<file path="config.mk">
export PLATFORM = sky130hd
export DESIGN_NAME = burst_seq
export DESIGN_NICKNAME = d
export VERILOG_FILES = /design/src/rtl/burst_seq_pkg.sv /design/src/rtl/seq_fsm.sv /design/src/rtl/beat_ctr.sv /design/src/rtl/start_hold.sv /design/src/rtl/burst_seq.sv
export SDC_FILE = /design/constraint.sdc
export NUM_CORES = 1
export LEC_CHECK = 0
export BUFFER_PORTS_ARGS = -buffer_cell sky130_fd_sc_hd__buf_2
export CORE_ASPECT_RATIO = 0.75
export CORE_MARGIN = 3
export CORE_UTILIZATION = 42
export DETAILED_ROUTE_END_ITERATION = 16
export HOLD_SLACK_MARGIN = 0.06
export PLACE_DENSITY_LB_ADDON = 0.05
export SKIP_LAST_GASP = 1
export SYNTH_ARGS = -nofsm -noshare
export SYNTH_HDL_FRONTEND = slang
export SYNTH_SLANG_ARGS = --single-unit
</file>
<file path="constraint.sdc">
create_clock -name clk -period 0.92 [get_ports clk]
set_clock_uncertainty 0.05 [all_clocks]
set_input_delay 0.138 -clock clk [delete_from_list [all_inputs] [get_ports clk]]
set_output_delay 0.138 -clock clk [all_outputs]
set_load 0.1 [all_outputs]
</file>
<file path="src/rtl/burst_seq_pkg.sv">
package burst_seq_pkg;

    typedef enum logic {
        SEQ_IDLE  = 1'b0,
        SEQ_BURST = 1'b1
    } seq_state_t;

endpackage

</file>
<file path="src/rtl/seq_fsm.sv">
module seq_fsm
    import burst_seq_pkg::*;
(
    input  logic clk,
    input  logic rst_n,
    input  logic clk_en,
    input  logic adv,
    input  logic sel,
    output logic do_load,
    output logic do_step,
    output logic burst_act
);

    seq_state_t state_q;
    seq_state_t state_d;

    // next state
    always_comb begin
        state_d = state_q;
        if (clk_en) begin
            unique case (state_q)
                SEQ_IDLE: begin
                    if (!adv && sel)
                        state_d = SEQ_BURST;   // load
                end
                SEQ_BURST: begin
                    if (!adv && !sel)
                        state_d = SEQ_IDLE;    // deselect
                end
                default: state_d = SEQ_IDLE;
            endcase
        end
    end

    // state register
    always_ff @(posedge clk or negedge rst_n) begin
        if (!rst_n)
            state_q <= SEQ_IDLE;
        else
            state_q <= state_d;
    end

    // outputs
    always_comb begin
        do_load   = 1'b0;
        do_step   = 1'b0;
        burst_act = 1'b0;
        unique case (state_q)
            SEQ_IDLE: begin
                do_load = clk_en && !adv && sel;
            end
            SEQ_BURST: begin
                burst_act = 1'b1;
                do_load   = clk_en && !adv && sel;
                do_step   = clk_en && adv;
            end
            default: ;
        endcase
    end


    idle_advance_chk: assert property (@(posedge clk) disable iff (!rst_n)
        (clk_en && adv && !burst_act) |=> !burst_act);


    deselect_clears_chk: assert property (@(posedge clk) disable iff (!rst_n)
        (clk_en && !adv && !sel) |=> !burst_act);

endmodule

</file>
<file path="src/rtl/beat_ctr.sv">
module beat_ctr #(
    parameter int LOW_W = 2
) (
    input  logic             clk,
    input  logic             rst_n,
    input  logic             do_load,
    input  logic             do_step,
    output logic [LOW_W-1:0] beat
);

    always_ff @(posedge clk or negedge rst_n) begin
        if (!rst_n)
            beat <= '0;
        else if (do_load)
            beat <= '0;
        else if (do_step)
            beat <= beat + 1'b1;
    end


    load_clears_beat_chk: assert property (@(posedge clk) disable iff (!rst_n)
        do_load |=> (beat == '0));

endmodule

</file>
<file path="src/rtl/start_hold.sv">
module start_hold #(
    parameter int ADDR_W = 20
) (
    input  logic              clk,
    input  logic              rst_n,
    input  logic              do_load,
    input  logic [ADDR_W-1:0] addr_in,
    input  logic              wr,
    output logic [ADDR_W-1:0] start,
    output logic              wr_q
);

    always_ff @(posedge clk or negedge rst_n) begin
        if (!rst_n) begin
            start <= '0;
            wr_q  <= 1'b0;
        end else if (do_load) begin
            start <= addr_in;
            wr_q  <= wr;
        end
    end

endmodule

</file>
<file path="src/rtl/burst_seq.sv">
module burst_seq #(
    parameter int ADDR_W = 20,
    parameter int LOW_W  = 2
) (
    input  logic              clk,
    input  logic              rst_n,
    input  logic              clk_en,
    input  logic              adv,
    input  logic              sel,
    input  logic              wr,
    input  logic              order_ilv,
    input  logic [ADDR_W-1:0] addr_in,
    output logic [ADDR_W-1:0] addr_out,
    output logic              acc_wr,
    output logic              burst_act
);

    localparam int HI_W = ADDR_W - LOW_W;

    logic              do_load;
    logic              do_step;
    logic [LOW_W-1:0]  beat;
    logic [ADDR_W-1:0] start;
    logic [LOW_W-1:0]  low_lin;
    logic [LOW_W-1:0]  low_ilv;

    seq_fsm u_fsm (
        .clk       (clk),
        .rst_n     (rst_n),
        .clk_en    (clk_en),
        .adv       (adv),
        .sel       (sel),
        .do_load   (do_load),
        .do_step   (do_step),
        .burst_act (burst_act)
    );

    beat_ctr #(.LOW_W(LOW_W)) u_beat (
        .clk     (clk),
        .rst_n   (rst_n),
        .do_load (do_load),
        .do_step (do_step),
        .beat    (beat)
    );

    start_hold #(.ADDR_W(ADDR_W)) u_start (
        .clk     (clk),
        .rst_n   (rst_n),
        .do_load (do_load),
        .addr_in (addr_in),
        .wr      (wr),
        .start   (start),
        .wr_q    (acc_wr)
    );

    assign low_lin  = start[LOW_W-1:0] + beat;
    assign low_ilv  = start[LOW_W-1:0] ^ beat;
    assign addr_out = {start[ADDR_W-1:LOW_W], (order_ilv ? low_ilv : low_lin)};


    load_capture_chk: assert property (@(posedge clk) disable iff (!rst_n)
        (clk_en && !adv && sel) |=> (addr_out == $past(addr_in)) && (acc_wr == $past(wr)) && burst_act);


    advance_keeps_type_chk: assert property (@(posedge clk) disable iff (!rst_n)
        (clk_en && adv && burst_act) |=> $stable(acc_wr) && burst_act);


    upper_fixed_chk: assert property (@(posedge clk) disable iff (!rst_n)
        (clk_en && adv) |=> (addr_out[ADDR_W-1:LOW_W] == $past(addr_out[ADDR_W-1:LOW_W])));


    linear_step_chk: assert property (@(posedge clk) disable iff (!rst_n)
        (clk_en && adv && burst_act && !order_ilv) ##1 !order_ilv
        |-> (addr_out[LOW_W-1:0] == LOW_W'($past(addr_out[LOW_W-1:0]) + 1'b1)));


    stall_hold_chk: assert property (@(posedge clk) disable iff (!rst_n)
        (!clk_en && $stable(order_ilv)) ##1 $stable(order_ilv)
        |-> $stable(addr_out) && $stable(acc_wr) && $stable(burst_act));

endmodule

</file>
Word-level counts from Yosys, hierarchy flattened:

Index checks and enable logic that the tools add are counted.

* add/subtract/negate cells: 2
* mux-type cells: 8
* bitwise gates (word level): 2
* reduce and logical (&&, ||, !) cells: 8

Operators with widths (count)
* $mux 2: 3
* $logic_and 1x1->1: 5
* $mux 1: 4
* $add 2x1->2 const B: 1
* $add 2x2->2: 1
* $logic_not 1->1: 2
* $pmux 1 s2: 1
* $reduce_bool 2->1: 1
* $xor 2x2->2: 1
* $not 1->1: 1

* bits in registers: 24
* input bits: 27
* output and inout bits: 22
* word-level logic and storage cells: 24

Depth between registers and ports, before layout:

Gate-level depths: netlist (run 1).

* word-level depth: 4
* gate-level depth with buffers: 3
* gate-level depth less buffers: 3

Cells and area by module:

From an unflattened synthesis (run 1), not the netlist that was laid out.

* cell total of the unflattened synthesis: 60
* area total of the unflattened synthesis: 1039.7 µm²

Modules (own cells, without submodules)
* start_hold: instances 1, cells each 44, area an instance 859.6 µm², sequential area each 525.5 µm²
* beat_ctr: instances 1, cells each 7, area an instance 88.8 µm², sequential area each 50.0 µm²
* seq_fsm: instances 1, cells each 5, area an instance 55.1 µm², sequential area each 25.0 µm²
* burst_seq: instances 1, cells each 4, area an instance 36.3 µm², sequential area each 0.0 µm²

Worst setup path after synthesis (run 1):

No wires, ideal clock.

* path kind: reg-to-output
* from: register u_beat.beat[0]
* to: output addr_out[1]
* arrival: 2.279 ns
* data required time: 0.732 ns
* slack: -1.547 ns
* stages on the path, launching flop included: 4
* buffers on the path: 0
* cell sequence: dfrtp_1 > ha_1 > nor2b_1 > xnor2_1

* word-level cells in the longest chain between the ends: 2

Ends and longest elaborated chain
* start: declaration: RTL line beat_ctr.sv:8 `output logic [LOW_W-1:0] beat`
* start signal: assignment: RTL line beat_ctr.sv:17 `beat <= beat + 1'b1;`
* $add 2x2->2: RTL line burst_seq.sv:56 `assign low_lin = start[LOW_W-1:0] + beat;`
* $mux 2: RTL line burst_seq.sv:58 `assign addr_out = {start[ADDR_W-1:LOW_W], (order_ilv ? low_ilv : low_lin)};`
* end: declaration: RTL line burst_seq.sv:13 `output logic [ADDR_W-1:0] addr_out,`

Every way passes these cells.

Final worst setup path (run 1):

Ends and elaborated chain as after synthesis.

==> impl_metrics.ini, run 1 <==
[timing]
max_freq_mhz = 670.0
fin_crit_sh_pct = 162.2
hold_slack_ns = 0.04744
grt_setup_unrepaired = yes
period_minus_slack_ns = 1.493
final_hold_viol_count = 0
max_slew.worst_pin.slew_ns = 0.3207
relSlewSlack_pct = 78.62
maxSlewViolCount = 0
worst_slack_ns = -0.5726
setup_viol = 33
setup_tns_ns = -4.600

[worst_setup_path]
path_buf_inv = 1
cp_data_required_time_ns = 0.73
arrival_ns = 1.30
cp-start-kind = flop
slowest_delay_ns = 0.39
crit_family = flip-flops
r2r_setup_slack_ns = -0.22
worstSetupEndpointType = output port
crit_type = flop to output port
r2r-end = u_beat.beat[1]
reg2regPathDepth = 4
path_max_fanout = 2
worstPathCellList = ha_2 > nor2b_4 > xnor2_4 > buf_12
critPathSlowestCell = dfrtp_1

[drt]
drcViolationCount = 0
drtIter0Drc = 11
num_vias = 760
routed_wl_um = 2281
ant_nets = 0
viasPerCell = 4.497
first_pass_iters = 3
wl_per_cell_um = 13.50

[synthesis]
synth_ff_type = dfrtp_1
syn_area_um2 = 1192
synth.distinct_cells = 16
synth_top_area_cell = dfrtp_1
synthArstFlopShare_pct = 100.0
synth_nets = 110
synth_top_family_by_area = multiplexers
synth.area.top_cells = dfrtp_1, mux2_4, buf_4
ys_seq_area_share_pct = 50.37
avgSynthCellArea_um2 = 14.54
synth_commonest_cells = dfrtp_1, mux2_4, buf_4
yosys_warnings = 0
synth_mux_area_share_pct = 26.65
synth-simple-area-share_pct = 4.302
synth_xor_area_share_pct = 1.469
synth-seq-cells = 24
synth_edf_count = 0
synth_cells = 82
synth_compound_area_share_pct = 2.623
synth_most_common_cell = dfrtp_1
synthAdderAreaFrac_pct = 1.049
synth_top_area_share_pct = 50.37

[cts]
cts_sinks = 24
hold_buffers = 1
h-tree-depth = 1
cts.path.max_buffers = 2
clockRootBuffer = clkbuf_8
insertion_delay_ns = 0.26
clk_pin_slew_worst_paths_ns = 0.08
cts-buffers-inserted = 3
cts_tree = done

[placement]
place_ws_ns = -0.3213
dpl_cell_area_um2 = 1772
post-dp-hpwl_um = 1662
routabilityCongestion = 0.6737
portBuffers = 48
place_inst = 154

[grt]
grt_overflow = 0
use_met2_pct = 23.10
grt_pass1_vias = 766
grt_use_met3_pct = 5.184
use_met1_pct = 17.90
top_usage_layer = met2
grt_max_degree = 25
antenna_found_initial = 0
grt_pass1_wl_um = 3636
track_usage_pct = 14.17

[floorplan]
row_count = 16
die_area_um2 = 3521
start_util_pct = 44.78
io_pins = 49
core_um2 = 2663
die_width_um = 67.53
die_y_um = 52.15

[final_layout]
layout.nets = 162
area_growth_pct = 63.80
stdcell_count = 169
diodes = 0
final_core_util_pct = 73.36
fillers = 177
final_cell_area_um2 = 1953
drive_gt1_share_pct = 73.68

[power_and_ir_drop]
leakagePower_nw = 0.9959
powerDensity_nw_per_um2 = 3050
total_power_mw = 5.956
worst_ir_drop_vdd_uv = 1600

[worst_hold_path]
hold_path.class = primary input to flop
hold-path-endpoint = u_start.start[4]
min_path_cells = 2
holdCritStartpoint = addr_in[4]

[job]
maxCapViolations = 0

[run_status]
outcome = finished, violations left
violations = negative setup slack
## worst register-to-register path: cells and delay by family, from the launching register on
| family | cells | cell delay (ns) |
|---|---|---|
| DFF | 1 | 0.50 |
| AOI/OAI and AO/OA | 1 | 0.12 |
| and+or+nand+nor | 2 | 0.23 |
| buffers and inverters | 1 | 0.13 |
## cells by family (layout without fill, tap and decap cells)
logic type,Yosys count,after routing
buf+inv,21,72
mux,22,22
xor+xnor,2,2
compound gates,5,5
flops,24,24
simple gates,7,7
fa+ha+maj,1,1
## cell type report
type	count	area (µm²)	area share (%)
timing repair buffer	67	762.0	39.01
multi-input combinational	37	462.9	23.70
inverter	1	3.754	0.1922
tap	36	45.04	2.306
clock inverter	1	30.03	1.537
clock buffer	3	41.29	2.114
sequential	24	608.1	31.13
## report_power, final
| part | internal [mW] | switching (mW) |
|---|---|---|
| combinational | 1.50 | 2.06 |
| sequential | 1.28 | 0.214 |
| clock | 0.581 | 0.328 |
| total | 3.36 | 2.60 |
## how the worst max path moves through the flow
stage                     startpoint           to  slack, ns  cells past startpoint
finish                u_beat.beat[0]  addr_out[1]      -0.57                      4
CTS                   u_beat.beat[0]  addr_out[1]      -0.59                      4
global route          u_beat.beat[0]  addr_out[1]      -0.63                      4
detailed placement  u_start.start[0]  addr_out[1]      -0.32                      4
global placement    u_start.start[0]  addr_out[1]      -0.29                      4
floorplan             u_beat.beat[0]  addr_out[1]      -0.57                      3
## cell usage in the layout (no fill, tap or decap), drive strengths merged
cell type    Yosys  routed
a21boi           1       1
inv              1       1
mux2i            1       1
nand2            4       4
a22o             1       1
buf             20      65
nand3b           1       1
nor2b            1       1
o21ai            3       3
mux2            21      21
dlygate4sd3      0       1
clkbuf           0       4
bufinv           0       1
ha               1       1
and4b            1       1
xnor2            2       2
dfrtp           24      24
## metal layers
metal | vias up | part of all wire [%]
met5 | - | 0
met2 | 27 | 51
met3 | 2 | 8.1
met1 | 367 | 40
li1 | 364 | -
met4 | 0 | 0.35
## flip-flops by register name (all words and copies together) (netlist names), named ones only
name / count
u_start.start: 20
u_beat.beat: 2
u_start.wr_q: 1
## repair_timing
item	CTS	global route
endpoints found under the setup margin	25	33
endpoints found under the hold margin	44	17
gates resized for setup	2	5
pin swaps	4	2
setup buffers	6	4
cloned	0	0
Power figures use the tool's default switching activity.
==> run 2, diff against run 1 <==
==> constraint.sdc (replaced) <==
create_clock -name clk -period 1.3 [get_ports clk]
set_clock_uncertainty 0.05 [all_clocks]
set_input_delay 0.195 -clock clk [delete_from_list [all_inputs] [get_ports clk]]
set_output_delay 0.195 -clock clk [all_outputs]
set_load 0.1 [all_outputs]
==> run 2 against run 1 <==
  * Final area decreased by 5.6%
  * Non-clock buffer count decreased by 11
  * Combinational power decreased by 32%
  * Final cell count decreased by 6.5%
  * Register-to-register slack improved by 0.29 ns
  * Routed wire length decreased by 7.7%
  * Via count decreased by 6.2%
  * Global-route usage decreased by 0.51 points
  * Sequential cell count unchanged
  * First-iteration DRC count decreased by 9.1%
  * Count of clock-buffer cells in the layout unchanged
  * The flow still finishes with violations (negative setup slack)
==> impl_metrics.ini, run 2 (synthesis results as in run 1) <==
[floorplan]
io_pins = 49
start_util_pct = 44.78
row_count = 16
die_width_um = 67.53
die_area_um2 = 3521
die_y_um = 52.15
core_um2 = 2663

[worst_setup_path]
cp_data_required_time_ns = 1.05
critPathSlowestCell = dfrtp_1
slowest_delay_ns = 0.42
path_max_fanout = 2
crit_type = flop to output port
path_buf_inv = 1
worstPathCellList = xnor2_2 > xnor2_4 > buf_12
crit_family = XOR/XNOR gates
arrival_ns = 1.32
worstSetupEndpointType = output port
r2r_setup_slack_ns = 0.07
cp-start-kind = flop

[drt]
drtIter0Drc = 10
routed_wl_um = 2105
ant_nets = 0
wl_per_cell_um = 13.32
viasPerCell = 4.513
first_pass_iters = 3
num_vias = 713
drcViolationCount = 0

[cts]
clockRootBuffer = clkbuf_8
cts_tree = done
cts-buffers-inserted = 3
cts.path.max_buffers = 2
cts_sinks = 24
h-tree-depth = 1
clk_pin_slew_worst_paths_ns = 0.08
insertion_delay_ns = 0.26

[placement]
routabilityCongestion = 0.5951
post-dp-hpwl_um = 1551
dpl_cell_area_um2 = 1715
portBuffers = 48
place_inst = 149

[worst_hold_path]
hold_path.class = primary input to flop

[job]
maxCapViolations = 0

[run_status]
violations = negative setup slack
outcome = finished, violations left

[timing]
fin_crit_sh_pct = 120.6
max_slew.worst_pin.slew_ns = 0.5247
max_freq_mhz = 638.0
final_hold_viol_count = 0
setup_viol = 2
grt_setup_unrepaired = yes
maxSlewViolCount = 0
worst_slack_ns = -0.2674
setup_tns_ns = -0.3440
period_minus_slack_ns = 1.567
hold_slack_ns = 0.1055
relSlewSlack_pct = 65.02

[power_and_ir_drop]
worst_ir_drop_vdd_uv = 1645
powerDensity_nw_per_um2 = 2233
leakagePower_nw = 0.9372
total_power_mw = 4.118

[final_layout]
reg_top3 = u_start.start (20), u_beat.beat (2), u_start.wr_q (1)
area_growth_pct = 54.67
stdcell_count = 158
final_common_cell = buf_2
fillers = 190
final_cell_mix = buf_2, buf_12, dfrtp_1
drive_gt1_share_pct = 70.49
diodes = 0
final_cell_area_um2 = 1844
largest_reg_flops = 20
largest_register = u_start.start
layout.nets = 151

[grt]
grt_pass1_wl_um = 3498
track_usage_pct = 13.65
grt_pass1_vias = 728
grt_max_degree = 25
antenna_found_initial = 0
grt_overflow = 0
## run 2: final cells by class
type                    count  area, µm²  share of cell area, %
well taps                  36      45.04                  2.442
repair buffers             56      645.6                  35.01
clock inverters             1      30.03                  1.628
multi-input cells          37      476.7                  25.85
clock buffers               3      41.29                  2.239
inverters                   1      3.754                 0.2035
flip-flops and latches     24      601.8                  32.63
## run 2: path summary, 6_finish.rpt
kind / from / depth (start not counted) / end
worst max-delay path: u_start.start[1] / 3 / addr_out[1]
worst min-delay path: addr_in[18] / 2 / u_start.start[18]
worst max register to register: u_beat.beat[0] / 5 / u_beat.beat[1]
worst min register to register: u_start.start[7] / 1 / u_start.start[7]
max in group asynchronous: rst_n / 2 / asynchronous set/reset pin
min in group asynchronous: rst_n / 2 / u_start.start[13]
## run 2: what timing repair did
| action | CTS | global route |
|---|---|---|
| buffers inserted | 2 | 2 |
| gates resized for setup | 1 | 1 |
| hold buffers | 1 | 0 |
| endpoints found under the setup margin | 2 | 2 |
| hold endpoints to repair | 24 | 0 |
| pin swaps | 2 | 1 |
| cloned | 0 | 0 |
## run 2: stage by stage
stage                     util [%]  setup WS, ns
after floorplan                  -       -0.2423
after global placement       64.43      -0.02821
after detailed placement     64.43      -0.03971
after CTS                    68.33       -0.2575
after global routing         69.27       -0.3205
final                        69.27       -0.2674
## run 2: power breakdown
group | internal (mW) | leakage [nW] | switching (mW) | total (mW)
Sequential | 0.899 | 0.285 | 0.169 | 1.07
Clock | 0.411 | 0.0357 | 0.230 | 0.641
Combinational | 0.988 | 0.617 | 1.42 | 2.41
## run 2: routing by layer
| layer | GRT usage, % | vias to the layer above | part of all wire [%] |
|---|---|---|---|
| li1 | - | 340 | - |
| met1 | 18.14 | 345 | 42 |
| met2 | 21.16 | 26 | 50 |
| met3 | 4.968 | 2 | 7.7 |
| met4 | 3.030 | 0 | 0.62 |
| met5 | 0 | - | 0 |
==> run 3, diff against run 2 <==
--- a/config.mk
+++ b/config.mk
@@ -8,11 +8,12 @@
 export BUFFER_PORTS_ARGS = -buffer_cell sky130_fd_sc_hd__buf_2
 export CORE_ASPECT_RATIO = 0.75
 export CORE_MARGIN = 3
-export CORE_UTILIZATION = 42
+export CORE_UTILIZATION = 40
 export DETAILED_ROUTE_END_ITERATION = 16
 export HOLD_SLACK_MARGIN = 0.06
-export PLACE_DENSITY_LB_ADDON = 0.05
+export PLACE_DENSITY = 0.73
 export SKIP_LAST_GASP = 1
 export SYNTH_ARGS = -nofsm -noshare
 export SYNTH_HDL_FRONTEND = slang
+export SYNTH_HIERARCHICAL = 1
 export SYNTH_SLANG_ARGS = --single-unit
==> run 3 against run 2 <==
  * First-iteration DRC count shrank 20%
  * Area after synthesis is 13% lower
  * Combinational power about the same
  * Routed wire length is 31% higher
  * Sequential cell count stayed put
  * The flow still finishes with violations (negative setup slack)
  * Clock power fell by 38%
==> impl_metrics.ini, run 3 <==
[synthesis]
synth.distinct_cells = 15
syn_area_um2 = 1040
synth_ff_type = dfrtp_1
synth_edf_count = 0
avgSynthCellArea_um2 = 17.33
synth_commonest_cells = dfrtp_1, mux2_4, xnor2_1
synth.area.top_cells = dfrtp_1, mux2_4, xnor2_1
synth-seq-cells = 24
ys_seq_area_share_pct = 57.76
synth_top_area_share_pct = 57.76
yosys_warnings = 6
synth_top_area_cell = dfrtp_1
synthArstFlopShare_pct = 100.0
synth_most_common_cell = dfrtp_1
synth_nets = 88
synth_cells = 60

[floorplan]
core_um2 = 2384
die_y_um = 50.16
row_count = 15
die_area_um2 = 3254
die_width_um = 64.87
io_pins = 49
start_util_pct = 43.62

[final_layout]
fillers = 119
drive_gt1_share_pct = 77.37
final_common_cell = buf_2
final_cell_area_um2 = 2008
stdcell_count = 171
final_cell_mix = buf_2, buf_12, dlygate4sd3_1, mux2_4, dfrtp_2
largest_reg_flops = 20
layout.nets = 166
diodes = 0
largest_register = u_start/start
area_growth_pct = 93.14
reg_top3 = u_start/start (20), u_beat/beat (2), u_start/wr_q (1)

[drt]
num_vias = 784
ant_nets = 0
drcViolationCount = 0
drtIter0Drc = 8
wl_per_cell_um = 16.18
viasPerCell = 4.585
routed_wl_um = 2767
first_pass_iters = 2

[timing]
maxSlewViolCount = 0
max_slew.worst_pin.slew_ns = 0.5319
final_hold_viol_count = 0
hold_slack_ns = 0.05405
period_minus_slack_ns = 1.638
fin_crit_sh_pct = 126.0
max_freq_mhz = 610.4
setup_viol = 2
relSlewSlack_pct = 64.54
worst_slack_ns = -0.3382
grt_setup_unrepaired = yes
setup_tns_ns = -0.5443

[placement]
routabilityCongestion = 0.6640
portBuffers = 48
place_inst = 144
dpl_cell_area_um2 = 1742
post-dp-hpwl_um = 1796

[worst_setup_path]
path_max_fanout = 2
worstSetupEndpointType = output port
crit_type = flop to output port
cp_data_required_time_ns = 1.05
arrival_ns = 1.39
cp-start-kind = flop

[cts]
cts_sinks = 24
clk_pin_slew_worst_paths_ns = 0.13
cts-buffers-inserted = 3
h-tree-depth = 1
cts.path.max_buffers = 2
cts_tree = done
insertion_delay_ns = 0.32
clockRootBuffer = clkbuf_4

[run_status]
violations = negative setup slack
outcome = finished, violations left

[power_and_ir_drop]
total_power_mw = 3.902
leakagePower_nw = 0.9245
worst_ir_drop_vdd_uv = 1192
powerDensity_nw_per_um2 = 1943

[grt]
grt_overflow = 0
antenna_found_initial = 0
track_usage_pct = 18.39
grt_max_degree = 25
grt_pass1_vias = 911
grt_pass1_wl_um = 4471

[worst_hold_path]
hold_path.class = primary input to flop

[job]
maxCapViolations = 0
run 3: path summary, 6_finish.rpt:
path                             startpoint                          to  slack, ns  depth (start not counted)
setup / recovery           u_start/start[0]                 addr_out[1]      -0.34                          4
min in group asynchronous             rst_n           u_start/start[14]       0.32                          2
hold / removal                   addr_in[5]            u_start/start[5]       0.05                          2
max in group asynchronous             rst_n  asynchronous set/reset pin       0.48                          2
hold reg to reg            u_start/start[6]            u_start/start[6]       0.52                          1
setup reg to reg                       flop              u_beat/beat[1]       0.08                          3
run 3: what timing repair did:
item / CTS / global route
endpoints found under the hold margin: 41 / 2
buffers inserted: 2 / 1
pin swaps: 3 / 0
endpoints found under the setup margin: 2 / 2
hold buffers: 18 / 2
gates resized for setup: 1 / 0
run 3: cell type report:
cell class / count / area, µm² / share of cell area, %
multi-input combinational: 34 / 452.9 / 22.55
sequential: 24 / 628.1 / 31.28
tap: 34 / 42.54 / 2.118
clock buffer: 4 / 36.28 / 1.807
timing repair buffer: 75 / 848.3 / 42.24
run 3: per-layer routing:
| layer | GRT usage, % | vias to the layer above | part of all wire [%] |
|---|---|---|---|
| met5 | 0 | - | 0 |
| met4 | 7.018 | 0 | 2.3 |
| li1 | - | 360 | - |
| met3 | 4.698 | 6 | 6.0 |
| met1 | 21.01 | 390 | 39 |
| met2 | 32.94 | 28 | 53 |
run 3: metrics by stage:
step	setup slack [ns]	utilization, %
2_1_floorplan	-0.2361	-
3_3_place_gp	-0.02326	73.07
3_5_place_dp	-0.04318	73.07
4_1_cts	-0.3337	83.10
5_1_grt	-0.3916	84.25
6_report	-0.3382	84.25
run 3: logic make-up (layout without fill, tap and decap cells):
| kind of cell | after synthesis | in the layout | synth area share (%) |
|---|---|---|---|
| xor gates and xnor gates | 3 | 3 | 2.528 |
| and+or+nand+nor | 6 | 6 | 3.852 |
| DFF | 24 | 24 | 57.76 |
| buffers and inverters | 2 | 79 | 2.166 |
| AOI/OAI and AO/OA | 3 | 3 | 2.528 |
| muxes | 21 | 21 | 29.96 |
| adders and majority gates | 1 | 1 | 1.203 |
run 3: power by group:
group / leakage (nW) / internal [mW] / switching [mW] / total, mW
logic: 0.637 / 1.00 / 1.42 / 2.42
clock network: 0.0210 / 0.172 / 0.224 / 0.396
registers: 0.266 / 0.920 / 0.163 / 1.08
total: 0.925 / 2.09 / 1.81 / 3.90
run 3: critical path: stages, from the launching register on:
cell	delay (ns)
dfrtp_1	0.39
ha_2	0.17
nor2b_4	0.18
xnor2_4	0.14
buf_12	0.19
